===== config.mk =====
export PLATFORM = sky130hd
export DESIGN_NAME = tmr_unit
export DESIGN_NICKNAME = d
export VERILOG_FILES = /design/src/rtl/tmr_pkg.sv /design/src/rtl/tmr_div.sv /design/src/rtl/tmr_tap.sv /design/src/rtl/tmr_cnt.sv /design/src/rtl/tmr_seq.sv /design/src/rtl/tmr_unit.sv
export SDC_FILE = /design/constraint.sdc
export NUM_CORES = 1
export LEC_CHECK = 0
export ABC_CLOCK_PERIOD_IN_PS = 4700
export BUFFER_PORTS_ARGS = -buffer_cell sky130_fd_sc_hd__buf_2
export CORE_MARGIN = 2
export CORE_UTILIZATION = 58
export DETAILED_ROUTE_END_ITERATION = 10
export HOLD_SLACK_MARGIN = 0.05
export PLACE_DENSITY = 0.8
export SLEW_MARGIN = 0
export SYNTH_ARGS = -nofsm -noshare
export SYNTH_HDL_FRONTEND = slang
export SYNTH_SLANG_ARGS = --single-unit
export TNS_END_PERCENT = 1

===== constraint.sdc =====
create_clock -name clk_i -period 4.7 [get_ports clk_i]
set_input_delay 0.94 -clock clk_i [delete_from_list [all_inputs] [get_ports clk_i]]
set_output_delay 0.94 -clock clk_i [all_outputs]
set_load 0.02 [all_outputs]

===== src/rtl/tmr_pkg.sv =====
package tmr_pkg;
  typedef enum logic [1:0] {RL_RUN, RL_LOADING, RL_LOADED} rl_state_e;

  localparam logic [1:0] A_DIV = 2'd0;
  localparam logic [1:0] A_CNT = 2'd1;
  localparam logic [1:0] A_RLD = 2'd2;
  localparam logic [1:0] A_CTL = 2'd3;

  // tap choice -> divider bit index (00:9, 01:3, 10:5, 11:7)
  function automatic int unsigned tap_index(input logic [1:0] sel);
    case (sel)
      2'b00:   return 9;
      2'b01:   return 3;
      2'b10:   return 5;
      default: return 7;
    endcase
  endfunction
endpackage


===== src/rtl/tmr_div.sv =====
module tmr_div #(
  parameter int unsigned DIV_W    = 16,
  parameter int unsigned STEP_INC = 4
) (
  input  logic             clk_i,
  input  logic             rst_ni,
  input  logic             adv_i,
  input  logic             clr_i,
  output logic [DIV_W-1:0] div_q_o,
  output logic [DIV_W-1:0] div_n_o
);
  localparam logic [DIV_W-1:0] INC = DIV_W'(STEP_INC);

  logic [DIV_W-1:0] div_q;

  always_comb begin
    if (clr_i)      div_n_o = '0;
    else if (adv_i) div_n_o = div_q + INC;
    else            div_n_o = div_q;
  end

  always_ff @(posedge clk_i or negedge rst_ni) begin
    if (!rst_ni) div_q <= '0;
    else         div_q <= div_n_o;
  end

  assign div_q_o = div_q;
endmodule


===== src/rtl/tmr_tap.sv =====
module tmr_tap #(
  parameter int unsigned DIV_W = 16
) (
  input  logic [DIV_W-1:0] div_i,
  input  logic [2:0]       ctl_i,
  output logic             tap_o
);
  import tmr_pkg::*;
  localparam int unsigned IW = $clog2(DIV_W);

  logic [IW-1:0] idx;

  assign idx   = IW'(tap_index(ctl_i[1:0]));
  assign tap_o = ctl_i[2] & div_i[idx];
endmodule


===== src/rtl/tmr_cnt.sv =====
module tmr_cnt #(
  parameter int unsigned CNT_W = 8
) (
  input  logic             clk_i,
  input  logic             rst_ni,
  input  logic             adv_i,
  input  logic             inc_i,
  input  logic             cnt_wr_i,
  input  logic             rld_wr_i,
  input  logic [CNT_W-1:0] wdata_i,
  output logic [CNT_W-1:0] cnt_o,
  output logic [CNT_W-1:0] rld_o,
  output logic             irq_o
);
  import tmr_pkg::*;
  localparam logic [CNT_W-1:0] ONE = CNT_W'(1);

  logic [CNT_W-1:0] cnt_q, rld_q, rld_n;
  rl_state_e        st_q;
  logic             irq_q;

  assign rld_n = rld_wr_i ? wdata_i : rld_q;

  always_ff @(posedge clk_i or negedge rst_ni) begin
    if (!rst_ni) begin
      cnt_q <= '0;
      rld_q <= '0;
      st_q  <= RL_RUN;
      irq_q <= 1'b0;
    end else begin
      irq_q <= adv_i && (st_q == RL_LOADING);
      rld_q <= rld_n;
      if (adv_i) begin
        case (st_q)
          RL_LOADING: st_q <= RL_LOADED;
          RL_LOADED:  st_q <= RL_RUN;
          default:    st_q <= RL_RUN;
        endcase
      end
      if (cnt_wr_i) begin
        cnt_q <= wdata_i;
      end else if (inc_i) begin
        if (&cnt_q) begin
          cnt_q <= rld_n;
          st_q  <= RL_LOADING;
        end else begin
          cnt_q <= cnt_q + ONE;
        end
      end
    end
  end

  assign cnt_o = cnt_q;
  assign rld_o = rld_q;
  assign irq_o = irq_q;
endmodule


===== src/rtl/tmr_seq.sv =====
module tmr_seq #(
  parameter int unsigned DIV_W   = 16,
  parameter int unsigned SEQ_BIT = 12
) (
  input  logic             clk_i,
  input  logic             rst_ni,
  input  logic             dbl_i,
  input  logic [DIV_W-1:0] div_q_i,
  input  logic [DIV_W-1:0] div_n_i,
  output logic             fall_o,
  output logic             rise_o
);
  logic cur, nxt, fall_q, rise_q;

  generate
    if (SEQ_BIT + 1 < DIV_W) begin : g_two
      assign cur = dbl_i ? div_q_i[SEQ_BIT+1] : div_q_i[SEQ_BIT];
      assign nxt = dbl_i ? div_n_i[SEQ_BIT+1] : div_n_i[SEQ_BIT];
    end else begin : g_one
      assign cur = div_q_i[SEQ_BIT];
      assign nxt = div_n_i[SEQ_BIT];
    end
  endgenerate

  always_ff @(posedge clk_i or negedge rst_ni) begin
    if (!rst_ni) begin
      fall_q <= 1'b0;
      rise_q <= 1'b0;
    end else begin
      fall_q <= cur & ~nxt;
      rise_q <= ~cur & nxt;
    end
  end

  assign fall_o = fall_q;
  assign rise_o = rise_q;
endmodule


===== src/rtl/tmr_unit.sv =====
module tmr_unit #(
  parameter int unsigned DIV_W    = 16,
  parameter int unsigned CNT_W    = 8,
  parameter int unsigned STEP_INC = 4,
  parameter int unsigned SEQ_BIT  = 12
) (
  input  logic             clk_i,
  input  logic             rst_ni,
  input  logic             step_i,
  input  logic             stop_i,
  input  logic             dbl_speed_i,
  input  logic             wr_en_i,
  input  logic [1:0]       addr_i,
  input  logic [CNT_W-1:0] wdata_i,
  output logic [CNT_W-1:0] rdata_o,
  output logic             irq_o,
  output logic             seq_evt_o,
  output logic             seq_aux_o
);
  import tmr_pkg::*;

  logic             adv, div_clr, ctl_wr, cnt_wr, rld_wr;
  logic [DIV_W-1:0] div_q, div_n;
  logic [2:0]       ctl_q, ctl_n;
  logic             tap_cur, tap_nxt, inc;
  logic [CNT_W-1:0] cnt_q, rld_q;

  assign adv     = step_i & ~stop_i;
  assign div_clr = wr_en_i && addr_i == A_DIV;
  assign cnt_wr  = wr_en_i && addr_i == A_CNT;
  assign rld_wr  = wr_en_i && addr_i == A_RLD;
  assign ctl_wr  = wr_en_i && addr_i == A_CTL;
  assign ctl_n   = ctl_wr ? wdata_i[2:0] : ctl_q;

  always_ff @(posedge clk_i or negedge rst_ni) begin
    if (!rst_ni) ctl_q <= '0;
    else         ctl_q <= ctl_n;
  end

  tmr_div #(.DIV_W(DIV_W), .STEP_INC(STEP_INC)) u_div (
    .clk_i(clk_i), .rst_ni(rst_ni), .adv_i(adv), .clr_i(div_clr),
    .div_q_o(div_q), .div_n_o(div_n)
  );

  // tap seen before and after this clock; a 1->0 drop of either cause advances
  tmr_tap #(.DIV_W(DIV_W)) u_tap_cur (.div_i(div_q), .ctl_i(ctl_q), .tap_o(tap_cur));
  tmr_tap #(.DIV_W(DIV_W)) u_tap_nxt (.div_i(div_n), .ctl_i(ctl_n), .tap_o(tap_nxt));

  assign inc = tap_cur & ~tap_nxt;

  tmr_cnt #(.CNT_W(CNT_W)) u_cnt (
    .clk_i(clk_i), .rst_ni(rst_ni), .adv_i(adv), .inc_i(inc),
    .cnt_wr_i(cnt_wr), .rld_wr_i(rld_wr), .wdata_i(wdata_i),
    .cnt_o(cnt_q), .rld_o(rld_q), .irq_o(irq_o)
  );

  tmr_seq #(.DIV_W(DIV_W), .SEQ_BIT(SEQ_BIT)) u_seq (
    .clk_i(clk_i), .rst_ni(rst_ni), .dbl_i(dbl_speed_i),
    .div_q_i(div_q), .div_n_i(div_n), .fall_o(seq_evt_o), .rise_o(seq_aux_o)
  );

  always_comb begin
    case (addr_i)
      A_DIV:   rdata_o = div_q[DIV_W-1 -: CNT_W];
      A_CNT:   rdata_o = cnt_q;
      A_RLD:   rdata_o = rld_q;
      default: rdata_o = {{(CNT_W-3){1'b0}}, ctl_q};
    endcase
  end
endmodule


==> flow_metrics.tcl, run 1 <==
set metrics [dict create \
    grt_antenna_before_repair 0 \
    drv_slew 0 \
    diodes 0 \
    grt_usage 0.247 \
    portBuffers 26 \
    fin_nets 263 \
    gp_congestion 0.852 \
    critPathKind "in -> out" \
    cts_tree "yes" \
    cts_buffers 5 \
    relSlewSlack 0.446 \
    clockPowerShare 0.247 \
    synth_warnings 0 \
    syn_area_um2 2170 \
    async_reset_ff_frac 1.00 \
    place_area_um2 2340 \
    total_power_uw 950 \
    viasPerCell 5.76 \
    netlist.area_leader.share 0.439 \
    cts.htree.levels 2 \
    dieArea_um2 4240 \
    cts-root-buf "clkbuf_8" \
    yosys-top-cells-area "dfrtp_1 44%, mux2_2 5.7%, mux2i_1 5.5%" \
    synth_top_area_cell "dfrtp_1" \
    leakagePower_nw 1.11 \
    mostFrequentLayoutCells "38 x dfrtp_1, 27 x nor2_1, 26 x buf_2" \
    timing.fmax_mhz 342 \
    wl_mm 4.56 \
    outcome "finished clean" \
    p_seq_frac 0.471 \
    rsz0062_at_grt "no" \
    endpoint_kind "output port" \
    grt_remaining_overflow 0 \
    grt_pass1_vias 1721 \
    switching_share 0.341 \
    place_inst 286 \
    switchingPower_uw 324 \
    vias 1694 \
    peakVddDrop_mv 0.275 \
    rows 22 \
    startpoint_type "primary input" \
    start_util 0.597 \
    multi_input_area_um2 1160 \
    cap_violations 0 \
    syn_area_per_cell_um2 9.99 \
    yosysSeqAreaShare 0.439 \
    setup_violations 0 \
    synth-edff-count 0 \
    finalHoldViolCount 0 \
    fillers 309 \
    powerDensity_nw_per_um2 391 \
    synth_cell_types 44 \
    setup-tns-final_ns 0 \
    drive_gt1_frac 0.228 \
    ios 27 \
    fp.coreArea_um2 3630 \
    synth-main-ff-cell "dfrtp_1" \
    areaGrowthSynthToFinish_pct 11.9 \
    synthesis.nets 235 \
    die_h_um 65.1 \
    synth.ff_latch_count 38 \
    grt_max_degree 39 \
    wl_per_cell_um 15.5 \
    period_needed_ns 2.92 \
    path_clk_slew_ns 0.07 \
    cts_resized 0 \
    combinationalPowerShare 0.282 \
    ctsLongestPathBuffers 2 \
    regArea_um2 951 \
    worstHoldPathType "reg -> reg" \
    timing.final.crit_share 0.622 \
    final_common_cell "dfrtp_1" \
    cts_setup_buffers 0 \
    hpwl_mm 3.29 \
    worstPathRequired_ns 3.76 \
    cp_data_arrival_time_ns 1.98 \
    syn_inst 217 \
    grt_pass1_wl_mm 7.99 \
    drcViolationCount 0 \
    ant_nets 0 \
    stdcell_count 294 \
    final_area_um2 2430 \
    cts_hold_buf 0 \
    insertion_delay_ns 0.29 \
    p_int_uw 627 \
    die_w_um 65.1 \
    drt_iter0_markers 104 \
    cts.sinks 38 \
    critPathMaxFanout 14 \
    skew_ns 0.00585 \
    tightest_slew_ns 0.831 \
    drtPass1Iterations 4 \
]
[cell usage after synthesis, drive strengths merged, types with 2 or more instances]
master	count
a21o	2
inv	7
a21oi	5
nand2b	3
nand3	12
ha	2
nor4	2
nand2	21
clkbuf	4
o31ai	3
nand4	5
nor2	27
nor3b	2
xnor2	7
dfrtp	38
mux2i	12
nand3b	2
mux2	11
mux4	4
xor2	8
nor2b	3
buf	2
nor3	4
o21ai	13
o211ai	4
[worst paths after layout]
kind / startpoint / endpoint / slack, ns / depth (start not counted)
min in group asynchronous: rst_ni / u_div.div_q_o[3] / 0.74 / 1
hold / removal: u_cnt.st_q[1] / u_cnt.irq_o / 0.45 / 1
setup reg to reg: u_div.div_q_o[4] / u_cnt.cnt_o[6] / 2.24 / 7
max in group asynchronous: rst_ni / u_cnt.cnt_o[0] / 3.43 / 1
hold reg to reg: u_cnt.st_q[1] / u_cnt.irq_o / 0.45 / 1
setup / recovery: addr_i[0] / rdata_o[0] / 1.78 / 3
[layer usage]
layer / global-route usage / vias to the layer above / wire [µm]
met1: 0.339 / 819 / 2120
met2: 0.396 / 36 / 2190
li1: - / 833 / -
met3: 0.0514 / 6 / 189
met5: 0 / - / 0
met4: 0.0781 / 0 / 56
[state kept, by name, indices dropped and copies added, names as in the netlist]
name           count
u_seq.rise_o       1
u_seq.fall_o       1
u_cnt.rld_o        8
u_cnt.cnt_o        8
u_cnt.irq_o        1
u_div.div_q_o     14
ctl_q              3
u_cnt.st_q         2
[power groups by stage]
stage / Clock (mW) / Sequential, mW / Combinational [mW]
finish: 0.235 / 0.448 / 0.268
global route: 0.256 / 0.457 / 0.302
CTS: 0.241 / 0.446 / 0.268
detailed placement: 0 / 0.452 / 0.265
global placement: 0 / 0.449 / 0.259
floorplan: 0 / 0.431 / 0.209
[layout make-up]
cell class                      instances  share of cell area
Multi-Input combinational cell        166               0.478
Sequential cell                        38               0.392
Timing Repair Buffer                   27              0.0567
Clock buffer                            7              0.0356
Tap cell                               48              0.0247
Inverter                                7              0.0108
Clock inverter                          1             0.00206
[through the flow]
step	utilization	hold WS (ns)	setup slack, ns
2_1_floorplan	-	0.420	1.76
3_3_place_gp	0.643	0.431	1.61
3_5_place_dp	0.643	0.438	1.53
4_1_cts	0.668	0.452	1.77
5_1_grt	0.668	0.466	1.70
6_report	0.668	0.447	1.78
[logic make-up (layout without fill, tap and decap cells)]
logic type,count (synthesis),count (layout),synth area share
and+or+nand+nor,88,88,0.202
xor gates and xnor gates,15,15,0.0606
AOI/OAI and AO/OA,34,34,0.107
adders and majority gates,2,2,0.0115
muxes,27,27,0.154
buffers and inverters,13,42,0.0260
DFF,38,38,0.439
[worst max-delay path: stages]
cell and delay, ns:
buf_2 0.30, mux4_2 0.57, buf_2 0.18
Power figures use the tool's default switching activity.
==> inputs of run 2 (changes only) <==
--- a/config.mk
+++ b/config.mk
@@ -5,13 +5,13 @@
 export SDC_FILE = /design/constraint.sdc
 export NUM_CORES = 1
 export LEC_CHECK = 0
-export ABC_CLOCK_PERIOD_IN_PS = 4700
+export ABC_CLOCK_PERIOD_IN_PS = 2900
 export BUFFER_PORTS_ARGS = -buffer_cell sky130_fd_sc_hd__buf_2
 export CORE_MARGIN = 2
-export CORE_UTILIZATION = 58
+export CORE_UTILIZATION = 57
 export DETAILED_ROUTE_END_ITERATION = 10
 export HOLD_SLACK_MARGIN = 0.05
-export PLACE_DENSITY = 0.8
+export PLACE_DENSITY = 0.79
 export SLEW_MARGIN = 0
 export SYNTH_ARGS = -nofsm -noshare
 export SYNTH_HDL_FRONTEND = slang
==> constraint.sdc (replaced) <==
create_clock -name clk_i -period 2.9 [get_ports clk_i]
set_input_delay 0.58 -clock clk_i [delete_from_list [all_inputs] [get_ports clk_i]]
set_output_delay 0.58 -clock clk_i [all_outputs]
set_load 0.02 [all_outputs]
==> flow_metrics.tcl, run 2 (synthesis gave the netlist of run 1 again) <==
set metrics [dict create \
    tightest_slew_ns 0.837 \
    cts_setup_buffers 0 \
    timing.final.crit_share 0.817 \
    worst_path_max_delay_cell "or4_4" \
    final_area_um2 2460 \
    grt_max_degree 39 \
    critPathKind "in -> reg" \
    cap_violations 0 \
    cts.htree.levels 2 \
    die_w_um 65.7 \
    setup_violations 0 \
    viasPerCell 5.69 \
    leakagePower_nw 1.13 \
    skew_ns 0.00462 \
    cts_hold_buf 0 \
    fp.coreArea_um2 3660 \
    die_h_um 65.7 \
    regToRegSetupSlack_ns 0.58 \
    met1Wirelength_mm 2.14 \
    cts.sinks 38 \
    endpoint_kind "flop" \
    start_util 0.592 \
    drtPass1Iterations 4 \
    powerDensity_nw_per_um2 611 \
    final_common_cell "dfrtp_1" \
    wl_per_cell_um 15.2 \
    regArea_um2 951 \
    setup-tns-final_ns 0 \
    diodes 0 \
    drcViolationCount 0 \
    fillers 319 \
    timing.rr.end "u_cnt.cnt_o[6]" \
    critPathMaxFanout 7 \
    fin_nets 268 \
    portBuffers 26 \
    period_needed_ns 2.37 \
    cts_tree "yes" \
    cts-root-buf "clkbuf_8" \
    ctsLongestPathBuffers 2 \
    top_layer "met4" \
    rows 22 \
    met2_length_mm 2.16 \
    largest_register_ffs 14 \
    gp_congestion 0.832 \
    grt_pass1_vias 1725 \
    path_clk_slew_ns 0.07 \
    insertion_delay_ns 0.29 \
    grt_pass1_wl_mm 7.78 \
    mostFrequentLayoutCells "38 x dfrtp_1, 27 x nor2_1, 26 x buf_2" \
    wl_mm 4.54 \
    ant_nets 0 \
    timing.fmax_mhz 422 \
    peakVddDrop_mv 0.406 \
    cts_buffers 5 \
    outcome "finished clean" \
    areaGrowthSynthToFinish_pct 13.6 \
    rr_startpoint "u_div.div_q_o[5]" \
    drt_iter0_markers 95 \
    relSlewSlack 0.442 \
    cts_resized 0 \
    worstPathRequired_ns 3.08 \
    dieArea_um2 4310 \
    reg2reg_depth 8 \
    place_area_um2 2390 \
    finalHoldViolCount 0 \
    grt_remaining_overflow 0 \
    multi_input_area_um2 1160 \
    drv_slew 0 \
    crit_chain "buf_2 > nand4b_1 > or4_4 > a211oi_2 > o31ai_2 > o21bai_2 > buf_12 > nor2_1 > o31a_1" \
    startpoint_type "primary input" \
    met3_length_um 180 \
    ios 27 \
    rsz0062_at_grt "no" \
    hpwl_mm 3.40 \
    grt_usage 0.241 \
    grt_antenna_before_repair 0 \
    drive_gt1_frac 0.236 \
    vias 1695 \
    cp_data_arrival_time_ns 2.55 \
    slowest_delay_ns 0.56 \
    worstHoldPathType "in -> async" \
]
[run 2: cell types whose count changed in the layout (fill, tap and decap cells not counted), sizes merged]
cell / previous run / this run
buf: 27 / 32
clkinv: 1 / 0
[run 2: final cells by class]
cell class,count,area share
timing repair buffer,32,0.0762
sequential,38,0.386
tap,48,0.0244
multi-input combinational,166,0.472
inverter,7,0.0107
clock buffer,7,0.0310
[run 2: critical path, delay by kind of cell]
kind | cells | cell delay, ns
and+or+nand+nor | 3 | 0.83
buffers and inverters | 2 | 0.28
AOI/OAI and AO/OA | 4 | 0.86
[run 2: power breakdown]
part           internal (mW)  leakage [nW]  switching [mW]
registers              0.619         0.490           0.101
clock network          0.165        0.0383           0.174
logic                  0.213         0.601           0.232
total                  0.998          1.13           0.507
[run 2: worst max-delay path by stage]
| stage | startpoint | end | slack (ns) | cells past startpoint |
|---|---|---|---|---|
| 6_report | stop_i | u_cnt.cnt_o[6] | 0.53 | 9 |
| 5_1_grt | stop_i | u_cnt.cnt_o[7] | 0.45 | 9 |
| 4_1_cts | stop_i | u_cnt.cnt_o[6] | 0.53 | 9 |
| 3_5_place_dp | stop_i | u_cnt.cnt_o[4] | 0.23 | 9 |
| 3_3_place_gp | stop_i | u_cnt.cnt_o[6] | 0.25 | 9 |
| 2_1_floorplan | stop_i | u_cnt.cnt_o[6] | 0.58 | 8 |
[run 2: layer usage]
| metal | track usage | vias up |
|---|---|---|
| met5 | 0 | - |
| met4 | 0.0990 | 0 |
| met3 | 0.0548 | 8 |
| met2 | 0.389 | 38 |
| met1 | 0.311 | 799 |
| li1 | - | 850 |
[run 2: metrics by stage]
step | util | total power, mW | std cells | hold WS, ns | setup WS, ns
after floorplan | - | 1.04 | 217 | 0.284 | 0.577
after global placement | 0.652 | 1.16 | 291 | 0.435 | 0.254
after detailed placement | 0.652 | 1.18 | 291 | 0.462 | 0.225
after CTS | 0.673 | 1.52 | 298 | 0.415 | 0.530
after global routing | 0.673 | 1.61 | 298 | 0.460 | 0.446
final | 0.673 | 1.50 | 298 | 0.391 | 0.530
==> inputs of run 3 (changes only) <==
--- a/config.mk
+++ b/config.mk
@@ -5,13 +5,14 @@
 export SDC_FILE = /design/constraint.sdc
 export NUM_CORES = 1
 export LEC_CHECK = 0
-export ABC_CLOCK_PERIOD_IN_PS = 2900
+export ABC_AREA = 1
+export ABC_CLOCK_PERIOD_IN_PS = 2000
 export BUFFER_PORTS_ARGS = -buffer_cell sky130_fd_sc_hd__buf_2
 export CORE_MARGIN = 2
-export CORE_UTILIZATION = 57
+export CORE_UTILIZATION = 52
 export DETAILED_ROUTE_END_ITERATION = 10
 export HOLD_SLACK_MARGIN = 0.05
-export PLACE_DENSITY = 0.79
+export PLACE_DENSITY = 0.75
 export SLEW_MARGIN = 0
 export SYNTH_ARGS = -nofsm -noshare
 export SYNTH_HDL_FRONTEND = slang
==> constraint.sdc (replaced) <==
create_clock -name clk_i -period 2 [get_ports clk_i]
set_input_delay 0.4 -clock clk_i [delete_from_list [all_inputs] [get_ports clk_i]]
set_output_delay 0.4 -clock clk_i [all_outputs]
set_load 0.02 [all_outputs]
==> flow_metrics.tcl, run 3 <==
set metrics [dict create \
    outcome "finished clean" \
    place_inst 383 \
    portBuffers 26 \
    powerDensity_nw_per_um2 853 \
    cts.htree.levels 2 \
    syn_area_per_cell_um2 7.75 \
    worstHoldPathType "in -> async" \
    grt_pass1_vias 2002 \
    switching_share 0.364 \
    vias 2113 \
    diodes 0 \
    p_int_mw 1.44 \
    die_h_um 70.4 \
    rows 24 \
    critPathMaxFanout 7 \
    pre_cts_slack_ns 0.0324 \
    synth_cell_types 38 \
    final_area_um2 2650 \
    skew_ns 0.00978 \
    synthesis.nets 314 \
    combinationalPowerShare 0.320 \
    drive_gt1_frac 0.260 \
    cp_data_arrival_time_ns 1.45 \
    drcViolationCount 0 \
    wl_per_cell_um 13.6 \
    timing.fmax_mhz 541 \
    insertion_delay_ns 0.29 \
    grt_antenna_before_repair 0 \
    netlist.area_leader.share 0.414 \
    layout_setup_ws_ns 0.151 \
    synth_top_area_cell "dfrtp_1" \
    yosysSeqAreaShare 0.414 \
    cts-root-buf "clkbuf_8" \
    timing.final.crit_share 0.925 \
    stdcell_count 390 \
    slowest_delay_ns 0.25 \
    period_needed_ns 1.85 \
    synth_commonest_cells "76 x nand2_1, 39 x inv_1, 38 x dfrtp_1, 16 x nor2_1" \
    mostFrequentLayoutCells "75 x nand2_1, 39 x inv_1, 38 x dfrtp_1" \
    clockPowerShare 0.226 \
    reg2reg_depth 11 \
    post-synth-top-count-cell "nand2_1" \
    whs_ns 0.151 \
    cts_hold_buf 0 \
    cts_setup_buffers 0 \
    endpoint_kind "output port" \
    cts.sinks 38 \
    worst_path_max_delay_cell "nor2_2" \
    total_power_mw 2.26 \
    cts_tree "yes" \
    timing.rr.end "u_cnt.cnt_o[4]" \
    grt_remaining_overflow 0 \
    wl_mm 5.31 \
    rsz0062_at_grt "no" \
    tightest_slew_ns 0.488 \
    startpoint_type "primary input" \
    critPathKind "in -> out" \
    start_util 0.534 \
    drtPass1Iterations 5 \
    die_w_um 70.4 \
    ios 27 \
    regToRegSetupSlack_ns 0.18 \
    grt_pass1_wl_mm 8.99 \
    path_clk_slew_ns 0.08 \
    setup_violations 0 \
    relSlewSlack 0.674 \
    fp.coreArea_um2 4290 \
    grt_usage 0.227 \
    synth.ff_latch_count 38 \
    viasPerCell 5.42 \
    finalHoldViolCount 0 \
    utilization 0.616 \
    cap_violations 0 \
    dieArea_um2 4960 \
    leakagePower_nw 1.34 \
    cts_buffers 5 \
    gp_congestion 0.854 \
    synth-edff-count 0 \
    final_common_cell "nand2_1" \
    async_reset_ff_frac 1.00 \
    grt_max_degree 39 \
    syn_area_um2 2290 \
    ctsLongestPathBuffers 2 \
    synth_warnings 0 \
    setup-tns-final_ns 0 \
    drv_slew 0 \
    crit_chain "buf_2 > inv_1 > nor2_2 > inv_1 > o211ai_1 > buf_2" \
    rr_startpoint "u_cnt.cnt_o[0]" \
    peakVddDrop_mv 0.468 \
    ant_nets 0 \
    syn_inst 296 \
    fin_nets 356 \
    yosys-top-cells-area "dfrtp_1 41%, nand2_1 12%, inv_1 6.4%" \
    drt_iter0_markers 124 \
    switchingPower_uw 821 \
    hpwl_mm 4.00 \
    place_area_um2 2560 \
    largest_register_ffs 14 \
    areaGrowthSynthToFinish_pct 15.3 \
    worstPathRequired_ns 1.60 \
    p_seq_frac 0.454 \
    synth-main-ff-cell "dfrtp_1" \
]
-- run 3: how the worst max path moves through the flow --
stage                               from             end  slack, ns  cells after the start
after floorplan           u_cnt.cnt_o[0]  u_cnt.cnt_o[3]       0.31                     11
after global placement            stop_i  u_cnt.cnt_o[6]       0.07                     13
after detailed placement          stop_i  u_cnt.cnt_o[0]       0.03                     13
after CTS                 u_cnt.cnt_o[0]  u_cnt.cnt_o[4]       0.11                     11
after global routing      u_cnt.cnt_o[0]  u_cnt.cnt_o[3]      0.007                     11
final                          addr_i[0]      rdata_o[7]       0.15                      6
-- run 3: repair_timing --
item,in CTS,in global routing
setup endpoints to repair,0,9
gates resized for setup,0,4
hold endpoints to repair,0,0
-- run 3: power by group through the flow --
stage	registers [mW]	logic, mW	clock network [mW]
final	1.03	0.723	0.510
after global routing	1.04	0.827	0.535
after CTS	1.02	0.724	0.513
after detailed placement	1.04	0.720	0
after global placement	1.03	0.706	0
after floorplan	1.01	0.509	0
-- run 3: logic make-up (layout without fill, tap and decap cells) --
kind of cell               after synthesis  count (layout)  share of synthesized area
AOI/OAI and AO/OA                       59              59                      0.167
xor gates and xnor gates                 3               3                     0.0115
adders and majority gates                2               2                     0.0109
buffers and inverters                   48              90                     0.0872
DFF                                     38              38                      0.414
and+or+nand+nor                        146             146                      0.309
-- run 3: routing by layer --
layer  global-route usage  wire length [µm]  vias to the layer above
met5                    0                 0                        -
met4               0.0705                64                        0
met1                0.295              2340                     1002
met3               0.0447               275                        7
met2                0.381              2640                       48
li1                     -                 -                     1056
-- run 3: final cells by class --
class | instances | area (µm²)
flip-flops and latches | 38 | 951
well taps | 52 | 65.1
multi-input cells | 210 | 1150
inverters | 42 | 158
clock buffers | 7 | 76.3
fillers | 379 | 1650
repair buffers | 41 | 243
-- run 3: critical path, delay by kind of cell --
kind,cells,cell delay (ns)
compound gates,1,0.21
simple gates,1,0.25
buf+inv,4,0.59
